## config.mk

```make
export PLATFORM = sky130hd
export DESIGN_NAME = pci_tgt_decoder
export DESIGN_NICKNAME = d
export VERILOG_FILES = /design/src/rtl/pci_tgt_pkg.sv /design/src/rtl/tgt_addr_tracker.sv /design/src/rtl/tgt_cmd_decode.sv /design/src/rtl/tgt_cfg_regs.sv /design/src/rtl/tgt_user_regfile.sv /design/src/rtl/pci_tgt_decoder.sv
export SDC_FILE = /design/constraint.sdc
export NUM_CORES = 1
export LEC_CHECK = 0
export BUFFER_PORTS_ARGS = -buffer_cell sky130_fd_sc_hd__buf_4
export CAP_MARGIN = 20
export CORE_MARGIN = 1.5
export CORE_UTILIZATION = 56
export CTS_BUF_LIST = sky130_fd_sc_hd__clkbuf_8 sky130_fd_sc_hd__clkbuf_16
export CTS_CLUSTER_SIZE = 12
export DETAILED_ROUTE_END_ITERATION = 16
export GPL_TIMING_DRIVEN = 0
export HOLD_SLACK_MARGIN = 0.1
export PLACE_DENSITY_LB_ADDON = 0.12
export SETUP_SLACK_MARGIN = 0.5
export SLEW_MARGIN = 10
export SYNTH_ARGS = -nofsm -noshare
export SYNTH_HDL_FRONTEND = slang
export SYNTH_SLANG_ARGS = --single-unit
```

## constraint.sdc

```tcl
create_clock -name clk -period 2.5 [get_ports clk]
set_clock_uncertainty 0.05 [all_clocks]
set_input_delay 0.25 -clock clk [delete_from_list [all_inputs] [get_ports clk]]
set_output_delay 0.25 -clock clk [all_outputs]
set_load 0.05 [all_outputs]
```

## src/rtl/pci_tgt_pkg.sv

```systemverilog
package pci_tgt_pkg;

  typedef enum logic [3:0] {
    CMD_IO_RD   = 4'b0010,
    CMD_IO_WR   = 4'b0011,
    CMD_MEM_RD  = 4'b0110,
    CMD_MEM_WR  = 4'b0111,
    CMD_CFG_RD  = 4'b1010,
    CMD_CFG_WR  = 4'b1011,
    CMD_MEM_RDM = 4'b1100,
    CMD_MEM_RDL = 4'b1110,
    CMD_MEM_WRI = 4'b1111
  } pci_cmd_e;

  // DWORD offsets in configuration space
  localparam logic [5:0] OFS_CMD     = 6'd1;
  localparam logic [5:0] OFS_BAR_MEM = 6'd4;
  localparam logic [5:0] OFS_BAR_IO  = 6'd5;

  function automatic logic cmd_is_read(input logic [3:0] c);
    return (c == CMD_IO_RD) || (c == CMD_MEM_RD) ||
           (c == CMD_MEM_RDM) || (c == CMD_MEM_RDL);
  endfunction

  function automatic logic cmd_is_write(input logic [3:0] c);
    return (c == CMD_IO_WR) || (c == CMD_MEM_WR) || (c == CMD_MEM_WRI);
  endfunction

  function automatic logic cmd_is_mem(input logic [3:0] c);
    return (c == CMD_MEM_RD) || (c == CMD_MEM_WR) || (c == CMD_MEM_RDM) ||
           (c == CMD_MEM_RDL) || (c == CMD_MEM_WRI);
  endfunction

  function automatic logic cmd_is_io(input logic [3:0] c);
    return (c == CMD_IO_RD) || (c == CMD_IO_WR);
  endfunction

endpackage

```

## src/rtl/tgt_addr_tracker.sv

```systemverilog
module tgt_addr_tracker #(
  parameter int WW = 6
) (
  input  logic          clk,
  input  logic          rst_n,
  input  logic          load,
  input  logic          step,
  input  logic [WW-1:0] load_word,
  output logic [WW-1:0] word
);

  always_ff @(posedge clk or negedge rst_n) begin
    if (!rst_n)    word <= '0;
    else if (load) word <= load_word;
    else if (step) word <= word + 1'b1;
  end

  a_r5_step: assert property (@(posedge clk) disable iff (!rst_n)
    (step && !load) |=> (word == WW'($past(word) + 1)));
  a_r5_load: assert property (@(posedge clk) disable iff (!rst_n)
    load |=> (word == $past(load_word)));
  a_r5_hold: assert property (@(posedge clk) disable iff (!rst_n)
    (!step && !load) |=> $stable(word));

endmodule

```

## src/rtl/tgt_cmd_decode.sv

```systemverilog
module tgt_cmd_decode
  import pci_tgt_pkg::*;
#(
  parameter int MW = 12,
  parameter int IW = 8
) (
  input  logic          clk,
  input  logic          rst_n,
  input  logic          addr_valid,
  input  logic [31:IW]  hi_addr,
  input  logic [3:0]    cmd,
  input  logic          mem_en,
  input  logic          io_en,
  input  logic [31:MW]  bar_mem,
  input  logic [31:IW]  bar_io,
  output logic          rd_dec,
  output logic          wr_dec,
  output logic          sel
);

  logic mem_hit, io_hit;

  always_comb begin
    mem_hit = cmd_is_mem(cmd) && mem_en && (hi_addr[31:MW] == bar_mem);
    io_hit  = cmd_is_io(cmd)  && io_en  && (hi_addr == bar_io);
    rd_dec  = addr_valid && cmd_is_read(cmd);
    wr_dec  = addr_valid && cmd_is_write(cmd);
    sel     = addr_valid && (mem_hit || io_hit);
  end

  a_r2_excl: assert property (@(posedge clk) disable iff (!rst_n)
    !(rd_dec && wr_dec));
  a_r4_sel_gated: assert property (@(posedge clk) disable iff (!rst_n)
    sel |-> addr_valid);

endmodule

```

## src/rtl/tgt_cfg_regs.sv

```systemverilog
module tgt_cfg_regs
  import pci_tgt_pkg::*;
#(
  parameter int MW = 12,
  parameter int IW = 8
) (
  input  logic         clk,
  input  logic         rst_n,
  input  logic         we,
  input  logic         rd_en,
  input  logic [5:0]   ofs,
  input  logic [3:0]   be_n,
  input  logic [1:0]   wd_cmd,
  input  logic [31:MW] wd_mem,
  input  logic [31:IW] wd_io,
  output logic         mem_en,
  output logic         io_en,
  output logic [31:MW] bar_mem,
  output logic [31:IW] bar_io,
  output logic [31:0]  rdata
);

  always_ff @(posedge clk or negedge rst_n) begin
    if (!rst_n) begin
      mem_en  <= 1'b0;
      io_en   <= 1'b0;
      bar_mem <= '0;
      bar_io  <= '0;
    end else if (we) begin
      case (ofs)
        OFS_CMD: if (!be_n[0]) begin
          mem_en <= wd_cmd[1];
          io_en  <= wd_cmd[0];
        end
        OFS_BAR_MEM:
          for (int i = MW; i < 32; i++)
            if (!be_n[i/8]) bar_mem[i] <= wd_mem[i];
        OFS_BAR_IO:
          for (int i = IW; i < 32; i++)
            if (!be_n[i/8]) bar_io[i] <= wd_io[i];
        default: ;
      endcase
    end
  end

  always_comb begin
    rdata = '0;
    if (rd_en) begin
      case (ofs)
        OFS_CMD:     rdata = {30'b0, mem_en, io_en};
        OFS_BAR_MEM: rdata = {bar_mem, {MW{1'b0}}};
        OFS_BAR_IO:  rdata = {bar_io, {(IW-1){1'b0}}, 1'b1};
        default:     rdata = '0;
      endcase
    end
  end

  a_r7_mem_hold: assert property (@(posedge clk) disable iff (!rst_n)
    !(we && ofs == OFS_BAR_MEM) |=> $stable(bar_mem));
  a_r7_io_hold: assert property (@(posedge clk) disable iff (!rst_n)
    !(we && ofs == OFS_BAR_IO) |=> $stable(bar_io));
  a_r7_cmd_hold: assert property (@(posedge clk) disable iff (!rst_n)
    !(we && ofs == OFS_CMD) |=> $stable({mem_en, io_en}));

endmodule

```

## src/rtl/tgt_user_regfile.sv

```systemverilog
module tgt_user_regfile #(
  parameter  int DEPTH = 16,
  localparam int IDXW  = $clog2(DEPTH)
) (
  input  logic            clk,
  input  logic            rst_n,
  input  logic            we,
  input  logic [IDXW-1:0] idx,
  input  logic [31:0]     wdata,
  input  logic [3:0]      be_n,
  output logic [31:0]     rdata
);

  logic [31:0] mem [DEPTH];

  always_ff @(posedge clk or negedge rst_n) begin
    if (!rst_n) begin
      for (int w = 0; w < DEPTH; w++) mem[w] <= '0;
    end else if (we) begin
      for (int b = 0; b < 4; b++)
        if (!be_n[b]) mem[idx][8*b +: 8] <= wdata[8*b +: 8];
    end
  end

  assign rdata = mem[idx];

  for (genvar w = 0; w < DEPTH; w++) begin : g_chk
    a_r6_word_hold: assert property (@(posedge clk) disable iff (!rst_n)
      !(we && idx == IDXW'(w)) |=> $stable(mem[w]));
  end

endmodule

```

## src/rtl/pci_tgt_decoder.sv

```systemverilog
module pci_tgt_decoder #(
  parameter int DEPTH = 16,
  parameter int MW    = 12,
  parameter int IW    = 8
) (
  input  logic        clk,
  input  logic        rst_n,
  input  logic        addr_valid,
  input  logic        addr_inc,
  input  logic [31:0] ad_in,
  input  logic [3:0]  cbe_n,
  input  logic        usr_write,
  input  logic        cfg_write,
  input  logic        usr_read,
  input  logic        cfg_read,
  output logic        rd_decode,
  output logic        wr_decode,
  output logic        select,
  output logic        usr_wr_stb,
  output logic        cfg_wr_stb,
  output logic [31:0] usr_rd_data,
  output logic [31:0] cfg_rd_data
);

  localparam int IDXW = $clog2(DEPTH);
  localparam int WW   = (IDXW > 6) ? IDXW : 6;

  logic [WW-1:0] word;
  logic          mem_en, io_en;
  logic [31:MW]  bar_mem;
  logic [31:IW]  bar_io;
  logic [31:0]   rf_rdata;

  assign usr_wr_stb  = usr_write && addr_inc;
  assign cfg_wr_stb  = cfg_write && addr_inc;
  assign usr_rd_data = usr_read ? rf_rdata : '0;

  tgt_addr_tracker #(.WW(WW)) u_trk (
    .clk       (clk),
    .rst_n     (rst_n),
    .load      (addr_valid),
    .step      (addr_inc),
    .load_word (ad_in[WW+1:2]),
    .word      (word)
  );

  tgt_cmd_decode #(.MW(MW), .IW(IW)) u_dec (
    .clk        (clk),
    .rst_n      (rst_n),
    .addr_valid (addr_valid),
    .hi_addr    (ad_in[31:IW]),
    .cmd        (cbe_n),
    .mem_en     (mem_en),
    .io_en      (io_en),
    .bar_mem    (bar_mem),
    .bar_io     (bar_io),
    .rd_dec     (rd_decode),
    .wr_dec     (wr_decode),
    .sel        (select)
  );

  tgt_cfg_regs #(.MW(MW), .IW(IW)) u_cfg (
    .clk     (clk),
    .rst_n   (rst_n),
    .we      (cfg_wr_stb),
    .rd_en   (cfg_read),
    .ofs     (word[5:0]),
    .be_n    (cbe_n),
    .wd_cmd  (ad_in[1:0]),
    .wd_mem  (ad_in[31:MW]),
    .wd_io   (ad_in[31:IW]),
    .mem_en  (mem_en),
    .io_en   (io_en),
    .bar_mem (bar_mem),
    .bar_io  (bar_io),
    .rdata   (cfg_rd_data)
  );

  tgt_user_regfile #(.DEPTH(DEPTH)) u_rf (
    .clk   (clk),
    .rst_n (rst_n),
    .we    (usr_wr_stb),
    .idx   (word[IDXW-1:0]),
    .wdata (ad_in),
    .be_n  (cbe_n),
    .rdata (rf_rdata)
  );

endmodule

```

==> results.json <==
{
  "outcome": "finished with violations",
  "violations": "hold timing, setup timing",
  "insertion_delay_ns": 0.61,
  "post-route-period-util_pct": 123,
  "power_density_mw_per_mm2": 813,
  "maxCapViolCount": 0,
  "port_buffers": 94,
  "ir_drop_mv": 0.667,
  "syn_avg_cell_area_um2": 15.4,
  "wirelength_um": 79400,
  "io_pins": 113,
  "grt_max_degree": 113,
  "clk_pin_slew_ns": 0.07,
  "core-area_mm2": 0.0467,
  "fin_util_pct": 72.3,
  "netSwitchingFraction_pct": 28.7,
  "path_class": "reg -> out",
  "seq_power_share_pct": 44.8,
  "relSlewSlack_pct": 44.1,
  "cts_tree": "yes",
  "critPathLaunchType": "flip-flop",
  "synth.largest_area_cell": "dfrtp_1",
  "setup_violations": 121,
  "synth_edf_count": 0,
  "drt_iter0_drc": 1322,
  "drc": 0,
  "end_kind": "output port",
  "layout_min_cycle_time_ns": 3.08,
  "antenna_found_initial": 3,
  "rsz0062_at_grt": "true",
  "clock.fmax_mhz": 325,
  "final_cells": 2625,
  "hold_buffers": 14,
  "yosys-top-cells-area": "dfrtp_1 53%, mux2_2 24%, mux4_2 11%",
  "area_growth_pct": 27.0,
  "grt_pass1_vias": 17600,
  "row_count": 79,
  "hp-class": "in -> async",
  "hold_slack_ns": -0.508,
  "synthArstFlopShare_pct": 100,
  "placedCellCount": 2441,
  "hold_violations": 175,
  "arrival_ns": 2.78,
  "ant_nets": 0,
  "final.fill_count": 2905,
  "die_h_um": 221,
  "worst_slack_ns": -0.580,
  "grt_pass1_wl_um": 113000,
  "viasPerCell": 6.41,
  "globalplace.congestion": 0.912,
  "die_area_mm2": 0.0487,
  "overflow": 0,
  "synthDominantCellAreaShare_pct": 53.1,
  "intPower_w": 0.0196,
  "cp.required_ns": 2.20,
  "synth-seq-cells": 564,
  "ys_seq_area_share_pct": 53.1,
  "place_area_mm2": 0.0291,
  "dpl.hpwl_um": 49000,
  "tightest_slew_ns": 0.836,
  "netlist_area_mm2": 0.0266,
  "clock_path_buffers": 3,
  "die_w_um": 221,
  "comb_power_share_pct": 26.4,
  "detail_route.wl_per_cell_um": 30.2,
  "routed-via-count": 16800,
  "p_switching_w": 0.00788,
  "p_leak_nw": 15.3,
  "final_cell_area_mm2": 0.0337,
  "synthTopCellsByCount": "564 x dfrtp_1, 555 x mux2_2, 128 x mux4_2, 90 x clkbuf_1, 84 x a22oi_1",
  "yosys_warnings": 0,
  "start_util_pct": 56.9,
  "grt_usage_pct": 32.2,
  "synth_cells": 1729,
  "htree_levels": 2,
  "reg2reg_depth": 13,
  "synth.most_common_cell": "dfrtp_1",
  "drive_above_1_share_pct": 61.6,
  "worst-path-max-fanout": 5,
  "pre_cts_ws_ns": -0.671,
  "synth_cell_types": 38,
  "cts.sinks": 564,
  "ys_dominant_reg_cell": "dfrtp_1",
  "clock-root-buffer": "clkbuf_16",
  "clockPowerShare_pct": 28.8,
  "drtPass1Iterations": 7,
  "slew_violations": 0,
  "final_net_count": 2038,
  "cts_buffers": 57
}
[final cells by class]
class | instances | area, um2 | area share [%]
Sequential cell | 564 | 14100 | 41.8
Multi-Input combinational cell | 1033 | 13500 | 39.9
Timing Repair Buffer | 197 | 2620 | 7.77
Clock buffer | 66 | 1550 | 4.59
Buffer | 131 | 1070 | 3.16
Tap cell | 607 | 759 | 2.25
Clock inverter | 20 | 105 | 0.312
Inverter | 6 | 47.5 | 0.141
Antenna cell | 1 | 2.50 | 0.00742
[final timing paths]
path	to	startpoint	slack, ns
setup reg to reg	u_rf.mem[64]	u_trk.word[1]	-0.15
setup / recovery	cfg_rd_data[13]	u_trk.word[1]	-0.58
max in group asynchronous	u_rf.mem[211]	rst_n	0.89
hold / removal	u_rf.mem[98]	rst_n	-0.51
min in group clk	u_rf.mem[232]	ad_in[8]	0.12
hold reg to reg	u_rf.mem[317]	u_rf.mem[317]	0.44
[what timing repair did]
item,4_1_cts,5_1_grt
pin swaps,36,52
gates cloned,10,5
hold endpoints to repair,220,175
gates resized for setup,235,224
setup buffers,33,35
endpoints found under the setup margin,695,750
[registers in the layout, indices dropped and copies added, names as in the netlist]
name	count
u_cfg.bar_io	24
u_cfg.io_en	1
u_cfg.mem_en	1
u_cfg.bar_mem	20
u_rf.mem	512
u_trk.word	6
[metal layers]
| metal | global-route usage (%) | up-vias | routed length [um] |
|---|---|---|---|
| met3 | 5.94 | 206 | 5090 |
| met4 | 12.7 | 4 | 3620 |
| met5 | 0 | - | 30 |
| met2 | 50.4 | 596 | 37500 |
| li1 | - | 6940 | - |
| met1 | 44.8 | 9090 | 33200 |
[cell families after synthesis]
family	Yosys count	synth area share [%]
AOI/OAI and AO/OA	127	3.51
xor gates and xnor gates	49	1.62
adders and majority gates	4	0.188
buffers and inverters	137	2.21
DFF	564	53.1
muxes	687	34.6
other	1	0.0141
and+or+nand+nor	160	4.75
[power by group through the flow]
stage	clock, W	sequential [W]	combinational (W)
global placement	0	0.0122	0.00588
CTS	0.00795	0.0122	0.00664
floorplan	0	0.0120	0.00463
detailed placement	0	0.0124	0.00608
global route	0.00833	0.0125	0.00761
finish	0.00791	0.0123	0.00724
[worst max-delay path, stage by stage (launching register included)]
cell and delay (ns):
dfrtp_1 0.44, buf_8 0.16, buf_12 0.12, buf_12 0.12, clkinv_8 0.04, ha_4 0.12
buf_8 0.11, nand2_8 0.06, nor3_4 0.17, buf_6 0.20, buf_6 0.11, buf_6 0.11
a22oi_2 0.10, nor2b_4 0.14, buf_8 0.16
[stage by stage]
| step | hold slack (ns) | power [W] | setup TNS, ns |
|---|---|---|---|
| 2_1_floorplan | -0.0956 | 0.0166 | 0 |
| 3_3_place_gp | 0.412 | 0.0181 | -2740.87 |
| 5_1_grt | -0.488 | 0.0285 | -34.35 |
| 3_5_place_dp | 0.184 | 0.0184 | -146.87 |
| 4_1_cts | -0.453 | 0.0268 | -29.94 |
| 6_report | -0.508 | 0.0274 | -32.31 |
[cell usage in the layout, fill, tap and decap left out, types with 7 or more instances in the layout]
cell           instances
dfrtp_1              564
mux2_2               483
mux4_2               128
a22oi_2               84
mux2_4                73
buf_4                 68
clkbuf_16             64
clkbuf_1              63
buf_6                 56
buf_12                40
buf_8                 35
xnor2_1               25
nor2_4                24
nor2b_4               21
a21boi_4              21
xor2_1                21
inv_1                 20
nor2_8                20
clkbuf_4              17
buf_16                17
nand3_1               15
dlygate4sd3_1         14
a21boi_2              12
clkbuf_8              11
nand2_1               11
nor3_4                 8
nand4_1                8
nand2_8                7
nand3_4                7
Note: power is estimated with default switching activity, not from simulation.
